--- src/rtl/dio_irq_pkg.sv ---
package dio_irq_pkg;

    // Selector of what the banked offsets show
    typedef enum logic [1:0] {
        PG_IO     = 2'b00,
        PG_SPARE  = 2'b01,
        PG_ENABLE = 2'b10,
        PG_IDENT  = 2'b11
    } page_e;

    localparam logic [7:0] OFS_MASTER = 8'd6;
    localparam logic [7:0] OFS_PAGE   = 8'd7;
    localparam logic [7:0] OFS_BANK   = 8'd8;
    localparam logic [7:0] WIN_SIZE   = 8'd16;

endpackage

--- src/rtl/dio_sync_edge.sv ---
module dio_sync_edge #(
    parameter int W = 8
) (
    input  logic         clk,
    input  logic         rst_n,
    input  logic [W-1:0] raw,
    output logic [W-1:0] level,
    output logic [W-1:0] rise
);

    typedef struct packed {
        logic [W-1:0] meta;
        logic [W-1:0] sync;
        logic [W-1:0] hist;
    } st_t;

    st_t st_d, st_q;

    always_comb begin
        st_d      = st_q;
        st_d.meta = raw;
        st_d.sync = st_q.meta;
        st_d.hist = st_q.sync;
    end

    always_ff @(posedge clk or negedge rst_n) begin
        if (!rst_n) begin
            st_q <= '0;
        end else begin
            st_q <= st_d;
        end
    end

    assign level = st_q.sync;
    assign rise  = st_q.sync & ~st_q.hist;

endmodule

--- src/rtl/dio_port_bank.sv ---
module dio_port_bank #(
    parameter int W = 8
) (
    input  logic         clk,
    input  logic         rst_n,
    input  logic         out_we,
    input  logic         en_we,
    input  logic [W-1:0] wdata,
    input  logic [W-1:0] rise,
    output logic [W-1:0] out_bits,
    output logic [W-1:0] en_bits,
    output logic [W-1:0] pend_bits
);

    typedef struct packed {
        logic [W-1:0] drv;
        logic [W-1:0] en;
        logic [W-1:0] pend;
    } st_t;

    st_t st_d, st_q;

    always_comb begin
        st_d = st_q;
        if (out_we) begin
            st_d.drv = wdata;
        end
        if (en_we) begin
            st_d.en = wdata;
        end
        // an edge only counts against the enable already in force;
        // dropping an enable wipes the line's pending flag
        st_d.pend = (st_q.pend | (rise & st_q.en)) & st_d.en;
    end

    always_ff @(posedge clk or negedge rst_n) begin
        if (!rst_n) begin
            st_q <= '0;
        end else begin
            st_q <= st_d;
        end
    end

    assign out_bits  = st_q.drv;
    assign en_bits   = st_q.en;
    assign pend_bits = st_q.pend;

endmodule

--- src/rtl/gpio_edge_irq_ctrl.sv ---
module gpio_edge_irq_ctrl
    import dio_irq_pkg::*;
#(
    parameter int N_PORTS = 3,
    parameter int PORT_W  = 8
) (
    input  logic                        clk,
    input  logic                        rst_n,
    input  logic                        bus_wr,
    input  logic                        bus_rd,
    input  logic [7:0]                  bus_addr,
    input  logic [7:0]                  bus_wdata,
    output logic [7:0]                  bus_rdata,
    input  logic [N_PORTS*PORT_W-1:0]   pin_in,
    output logic [N_PORTS*PORT_W-1:0]   pin_pull_low,
    output logic                        irq
);

    localparam int NL = N_PORTS * PORT_W;

    typedef struct packed {
        page_e      page;
        logic [7:0] rdata;
    } st_t;

    st_t st_d, st_q;

    logic [N_PORTS-1:0][PORT_W-1:0] lvl;
    logic [N_PORTS-1:0][PORT_W-1:0] rise;
    logic [N_PORTS-1:0][PORT_W-1:0] drv;
    logic [N_PORTS-1:0][PORT_W-1:0] en;
    logic [N_PORTS-1:0][PORT_W-1:0] pend;
    logic [N_PORTS-1:0]             out_we;
    logic [N_PORTS-1:0]             en_we;
    logic [N_PORTS-1:0]             port_hit;
    logic [NL-1:0]                  en_all;
    logic [NL-1:0]                  pend_all;

    dio_sync_edge #(.W(NL)) sync_i (
        .clk   (clk),
        .rst_n (rst_n),
        .raw   (pin_in),
        .level (lvl),
        .rise  (rise)
    );

    for (genvar p = 0; p < N_PORTS; p++) begin : g_port
        assign out_we[p] = bus_wr && (bus_addr == 8'(p));
        assign en_we[p]  = bus_wr && (st_q.page == PG_ENABLE)
                           && (bus_addr == OFS_BANK + 8'(p));

        dio_port_bank #(.W(PORT_W)) bank_i (
            .clk       (clk),
            .rst_n     (rst_n),
            .out_we    (out_we[p]),
            .en_we     (en_we[p]),
            .wdata     (bus_wdata[PORT_W-1:0]),
            .rise      (rise[p]),
            .out_bits  (drv[p]),
            .en_bits   (en[p]),
            .pend_bits (pend[p])
        );

        assign port_hit[p] = |pend[p];
    end

    assign en_all       = en;
    assign pend_all     = pend;
    assign pin_pull_low = drv;

    always_comb begin
        logic [7:0] rd_val;
        st_d   = st_q;
        rd_val = '0;
        for (int p = 0; p < N_PORTS; p++) begin
            if (bus_addr == 8'(p)) begin
                rd_val[PORT_W-1:0] = lvl[p];
            end
            if (bus_addr == OFS_BANK + 8'(p)) begin
                if (st_q.page == PG_ENABLE) begin
                    rd_val[PORT_W-1:0] = en[p];
                end else if (st_q.page == PG_IDENT) begin
                    rd_val[PORT_W-1:0] = pend[p];
                end
            end
        end
        if (bus_addr == OFS_MASTER) begin
            rd_val[N_PORTS-1:0] = port_hit;
        end
        if (bus_addr == OFS_PAGE) begin
            rd_val = {st_q.page, 6'b0};
        end
        st_d.rdata = bus_rd ? rd_val : 8'h00;
        if (bus_wr && (bus_addr == OFS_PAGE)) begin
            st_d.page = page_e'(bus_wdata[7:6]);
        end
    end

    always_ff @(posedge clk or negedge rst_n) begin
        if (!rst_n) begin
            st_q <= '{page: PG_IO, rdata: 8'h00};
        end else begin
            st_q <= st_d;
        end
    end

    assign bus_rdata = st_q.rdata;
    assign irq       = |port_hit;

endmodule

--- config.mk ---
export PLATFORM = sky130hd
export DESIGN_NAME = gpio_edge_irq_ctrl
export DESIGN_NICKNAME = d
export VERILOG_FILES = /design/src/rtl/dio_irq_pkg.sv /design/src/rtl/dio_sync_edge.sv /design/src/rtl/dio_port_bank.sv /design/src/rtl/gpio_edge_irq_ctrl.sv
export SDC_FILE = /design/constraint.sdc
export NUM_CORES = 1
export LEC_CHECK = 0
export ABC_AREA = 1
export BUFFER_PORTS_ARGS = -buffer_cell sky130_fd_sc_hd__buf_4
export CORE_ASPECT_RATIO = 1.25
export CORE_MARGIN = 1.5
export CORE_UTILIZATION = 25
export CTS_CLUSTER_SIZE = 10
export DETAILED_ROUTE_END_ITERATION = 12
export PLACE_DENSITY = 0.48
export SLEW_MARGIN = 20
export SYNTH_ARGS = -nofsm -noshare
export SYNTH_HDL_FRONTEND = slang
export SYNTH_HIERARCHICAL = 1
export SYNTH_SLANG_ARGS = --single-unit
--- constraint.sdc ---
create_clock -name clk -period 3.8 [get_ports clk]
set_input_delay 0.19 -clock clk [delete_from_list [all_inputs] [get_ports clk]]
set_output_delay 0.19 -clock clk [all_outputs]
set_load 0.005 [all_outputs]
==> metrics, run 1 <==
run status=finished, final reports clean; setup repair after global routing missed its margin=false; proportion of synthesized flip-flops having asynchronous set or reset=100%; full die area=28000 um^2; cell count after synthesis=735; final antenna-violating net count=0; total power of the final layout=3.59 mW; Final Util=30.9%; Area growth, synth to finish=22.1%; area of the multi-input gates=1960 um^2; final net count=862; Routability Congestion=0.852; total core area=26700 um^2; total number of clock tree sinks=154; clock latency on the worst-skew pair=0.43 ns; final critical-path required period=2.14 ns; row count=67; required time reported for the critical path endpoint=4.15 ns; slew at the pin closest to its max-slew limit=0.875 ns; fill cell total of the finished layout=2829; # H-tree levels=4; Worst Hold Class=primary input to flip-flop; total congestion overflow after global routing=0; biggest fanout along the worst timing path=9; standard cell with the maximum stage delay on the critical path=nor2_1; Final Hold Vio Count=0; remaining max-slew budget at the tightest pin=41.4%; non-filler instance count after layout=1175; CTS tree=done; global-route usage over all layers=12.9%; highest attainable clock frequency=468 MHz; die height=187 um; register clock-pin slew on the reported worst setup and hold paths=0.06 ns; final period utilization=56.3%; Synth Flop Type=dfrtp_1; synthesized netlist net count=779; effective utilization at floorplan=25.3%; leakage power total=4.15 nW; synthesized area per cell=9.17 um^2; Horiz. Die Dim=150 um; IO Count=77; area of all placed cells without fillers=8230 um^2; post-placement cell area=7400 um^2; initial antenna violation count=0; clk root buf=clkbuf_16; Max-cap violations=0; Critical Path Most Common Cell=nand2_1; startpoint kind of the worst setup timing path=flip-flop; worst vdd ir=0.256 mV; crit end category=flip-flop; post-DP HPWL=12200 um; number of setup violations in the final report=0; number of detailed-route iterations in the first pass=4; Synth Warn #=6; Mapped Area=6740 um^2; Yosys cell types=28; critical path class=flip-flop to flip-flop; final clock skew=0.00944 ns; via density per instance=3.95; Max Root-Sink Buffers=2; post-CTS setup-driven buffer insertion count=0; CTS buffer count=17; placed insts=1118; worst stage delay on the critical path=0.70 ns; count of antenna diodes in the layout=0; number of enable-type register cells in the synthesized netlist=0; Port-buffer cells=76; share of post-route cells with drive strength above 1=24.5%; register bit count reported by yosys=154; via count of the first global-routing pass=4777; sequential cell area fraction in the yosys report=57.2%; detailed-route via count=4644; setup tns final=0 ns; total wire length after detailed routing=16700 um; final slew viol count=0; 1st-iter DRT viols=265; routed length per placed instance=14.2 um; pin count of the biggest net entering global routing=104; sequential standard cell area=3850 um^2; cells along the critical path=inv_2, nor2_2, nand2_1, nor2_1, inv_4, nand2_1, nand2_1, nor2_1; first-pass GRT wire length=26900 um; power density of the placed cells=436 nW/um^2; number of design rule violations left after detail routing=0; critical path data arrival time=2.48 ns
metal layers:
metal / track usage (%) / wire [um] / vias up
met1: 17.1 / 7720 / 2179
met4: 4.60 / 307 / 0
met3: 3.06 / 583 / 15
li1: - / - / 2367
met5: 0 / 0 / -
met2: 20.3 / 8050 / 83
state kept, by name, summed over array words and instances, names as in the netlist:
register / flops
g_port.bank_i/pend_bits: 24
st_q: 2
sync_i/st_d: 24
g_port.bank_i/out_bits: 24
sync_i/level: 24
g_port.bank_i/en_bits: 24
bus_rdata: 8
sync_i/st_q: 24
metrics by stage:
step           hold WS [ns]  setup WS (ns)
6_report             0.0573           1.66
5_1_grt              0.0480           1.40
4_1_cts              0.0317           1.69
3_5_place_dp          0.301           1.71
3_3_place_gp          0.300           1.75
2_1_floorplan        -0.106           2.37
worst paths after layout:
path | startpoint | end | slack (ns) | cells past startpoint
max | st_q[9] | g_port[2].bank_i/pend_bits[5] | 1.66 | 8
min | bus_wdata[1] | g_port[0].bank_i/out_bits[1] | 0.06 | 3
max reg2reg | st_q[9] | g_port[2].bank_i/pend_bits[5] | 1.66 | 8
min reg2reg | sync_i/st_d[26] | sync_i/level[2] | 0.35 | 0
max in group asynchronous | rst_n | g_port[2].bank_i/out_bits[6] | 2.86 | 3
min in group asynchronous | rst_n | sync_i/st_d[24] | 0.23 | 2
timing repair:
action,4_1_cts,5_1_grt
gates resized for setup,0,0
hold endpoints to repair,125,0
hold buffers,25,0
synthesized netlist by cell type (7+ instances only):
library cell / instances / area, um^2
nand2_1: 170 / 638
dfrtp_1: 154 / 3850
inv_1: 129 / 484
nor2_1: 56 / 210
nor2_2: 45 / 282
a21oi_1: 42 / 210
buf_4: 32 / 240
a21oi_2: 24 / 210
o22ai_1: 17 / 106
nand3_1: 11 / 55.1
inv_2: 9 / 33.8
buf_6: 7 / 78.8
layout by cell type (no fill, tap or decap), types with 4 or more instances in the layout:
master	count
a21oi_1	42
a21oi_2	24
buf_4	81
clkbuf_16	17
clkinvlp_4	4
dfrtp_1	154
dlygate4sd3_1	25
inv_1	129
inv_2	9
nand2_1	170
nand2_4	4
nand3_1	11
nor2_1	56
nor2_2	45
nor4_1	6
o21ai_0	5
o22ai_1	17
power breakdown:
group          total (mW)  internal (mW)  leakage (nW)  switching [mW]
combinational       0.242          0.108          2.18           0.134
sequential           1.75           1.70          1.72          0.0422
clock                1.60          0.916         0.256           0.684
total                3.59           2.73          4.15           0.860
layout make-up:
cell class	count	share of cell area, %
Clock inverter	10	1.17
Tap cell	345	5.25
Inverter	141	6.53
Timing Repair Buffer	108	10.9
Sequential cell	154	46.9
Clock buffer	21	5.48
Multi-Input combinational cell	396	23.8
worst max-delay path, delay by kind of cell (launching register included):
family | cells | cell delay [ns]
flops | 1 | 0.47
simple gates | 6 | 1.33
buf+inv | 2 | 0.25
kinds of logic (layout without fill, tap and decap cells):
| kind of cell | after synthesis | count (layout) | synth area share (%) |
|---|---|---|---|
| compound gates | 92 | 92 | 8.58 |
| buf+inv | 185 | 280 | 13.7 |
| flops | 154 | 154 | 57.2 |
| mux | 1 | 1 | 0.149 |
| simple gates | 303 | 303 | 20.4 |
(Power assumes the default switching activity.)
==> inputs of run 2 (changes only) <==
Settings changed: PLACE_DENSITY 0.48 to 0.49.
Clock period 3.8 ns to 1.75 ns, I/O delays scaled along.
==> metrics, run 2 (same netlist as run 1, synthesis figures left out) <==
total wire length after detailed routing=17700 um (+5.9%); total number of clock tree sinks=154 (unchanged); die height=187 um (unchanged); number of cell instances on the worst register-to-register path=10 (+2); via count of the first global-routing pass=4999 (+4.6%); RR Startpoint=st_q[8]; placed insts=1131 (+1.2%); most common cell after layout, fill and taps aside=nand2_1; Max Root-Sink Buffers=2 (unchanged); count of antenna diodes in the layout=0 (unchanged); register clock-pin slew on the reported worst setup and hold paths=0.06 ns (about the same); critical path data arrival time=1.63 ns (-0.85 ns); final slew viol count=0 (unchanged); Routability Congestion=0.926 (+8.7%); crit end category=primary output; worst reg2reg endpoint=bus_rdata[2]; power density of the placed cells=950 nW/um^2 (+120%); detailed-route via count=4830 (+4.0%); clk root buf=clkbuf_16; number of detailed-route iterations in the first pass=4 (unchanged); Critical path buffers and inverters=1 (-1); final clock skew=0.00637 ns (-0.00307 ns); clock latency on the worst-skew pair=0.42 ns (about the same); Port-buffer cells=76 (unchanged); pre-CTS WS=0.110 ns (-1.60 ns); run status=finished, final reports clean; remaining max-slew budget at the tightest pin=70.4% (+29 points); post-DP HPWL=13500 um (+10%); most used cells in the layout excluding fill and tap cells=nand2_1 (169), dfrtp_1 (154), inv_1 (129); CTS buffer count=17 (unchanged); top cell family by delay on the critical path=simple AND/OR/NAND/NOR gates; first-pass GRT wire length=28100 um (+4.6%); area of all placed cells without fillers=8590 um^2 (+4.4%); full die area=28000 um^2 (unchanged); number of setup violations in the final report=0 (unchanged); non-filler instance count after layout=1203 (+2.4%); setup tns final=0 ns (unchanged); cells along the critical path=nor4_4, nand2_1, nor2_2, nand2_2, buf_6; Worst Hold Class=primary input to async pin; worst vdd ir=0.521 mV (+100%); Area growth, synth to finish=27.4%; critical path depth in cells=5 (-3); critical path class=flip-flop to primary output; Final Util=32.2% (+1.4 points); highest attainable clock frequency=582 MHz; number of design rule violations left after detail routing=0 (unchanged); slew at the pin closest to its max-slew limit=0.443 ns (-0.433 ns); total power of the final layout=8.16 mW (+130%); CTS tree=done; # H-tree levels=4 (unchanged); Max-cap violations=0 (unchanged); global-route usage over all layers=13.5% (+0.62 points); biggest fanout along the worst timing path=2 (-7); startpoint kind of the worst setup timing path=flip-flop; post-placement cell area=7550 um^2 (+2.0%); via density per instance=4.01 (+1.6%); Horiz. Die Dim=150 um (unchanged); pin count of the biggest net entering global routing=69 (-34%); effective utilization at floorplan=25.3% (unchanged); setup ws final=0.0322 ns (-1.63 ns); required time reported for the critical path endpoint=1.66 ns (-2.49 ns); final antenna-violating net count=0 (unchanged); leakage power total=4.34 nW (+4.5%); IO Count=77 (unchanged); Final Hold Vio Count=0 (unchanged); total core area=26700 um^2 (unchanged); 1st-iter DRT viols=259 (-2.3%); FF-to-FF setup slack=0.23 ns (-1.43 ns); hold_ws=0.0639 ns (+0.00667 ns); final net count=889 (+3.1%); final period utilization=98.2%; initial antenna violation count=0 (unchanged); final critical-path required period=1.72 ns; setup repair after global routing missed its margin=true; standard cell with the maximum stage delay on the critical path=dfrtp_1; row count=67 (unchanged); worst stage delay on the critical path=0.41 ns (-0.29 ns); share of post-route cells with drive strength above 1=26.8% (+2.3 points); total congestion overflow after global routing=0 (unchanged); routed length per placed instance=14.7 um (+3.4%)
==> run 2: where the power goes <==
| part | internal (mW) | switching [mW] | total, mW |
|---|---|---|---|
| Combinational | 0.265 | 0.297 | 0.562 |
| Sequential | 3.70 | 0.0895 | 3.79 |
| Clock | 2.29 | 1.51 | 3.81 |
==> run 2: worst max path at each step <==
stage                                  start                       endpoint  slack (ns)
2_1_floorplan                        st_q[9]  g_port[0].bank_i/pend_bits[4]        0.32
3_3_place_gp                     bus_addr[7]                   bus_rdata[6]        0.09
3_5_place_dp                     bus_addr[7]                   bus_rdata[6]        0.11
4_1_cts        g_port[2].bank_i/pend_bits[7]                            irq       0.006
5_1_grt        g_port[2].bank_i/pend_bits[7]                            irq       -0.03
6_report       g_port[1].bank_i/pend_bits[7]                            irq        0.03
==> run 2: what timing repair did <==
item	CTS	global route
setup buffers	6	0
hold buffers	34	0
gates resized for setup	7	1
pin swaps	6	3
endpoints found under the hold margin	204	0
setup endpoints to repair	1	1
==> run 2: cell type report <==
class,count,area (um^2)
fillers,2797,18100
flip-flops and latches,154,3850
multi-input cells,396,2000
repair buffers,135,1160
inverters,141,537
clock buffers,19,443
well taps,345,432
clock inverters,13,168
==> run 2: metal layers <==
metal	routed length, um	vias to the layer above	global-route usage [%]
met1	7950	2280	17.4
met2	8440	96	21.2
met4	660	0	6.86
li1	-	2422	-
met5	0	-	0
met3	605	32	2.76
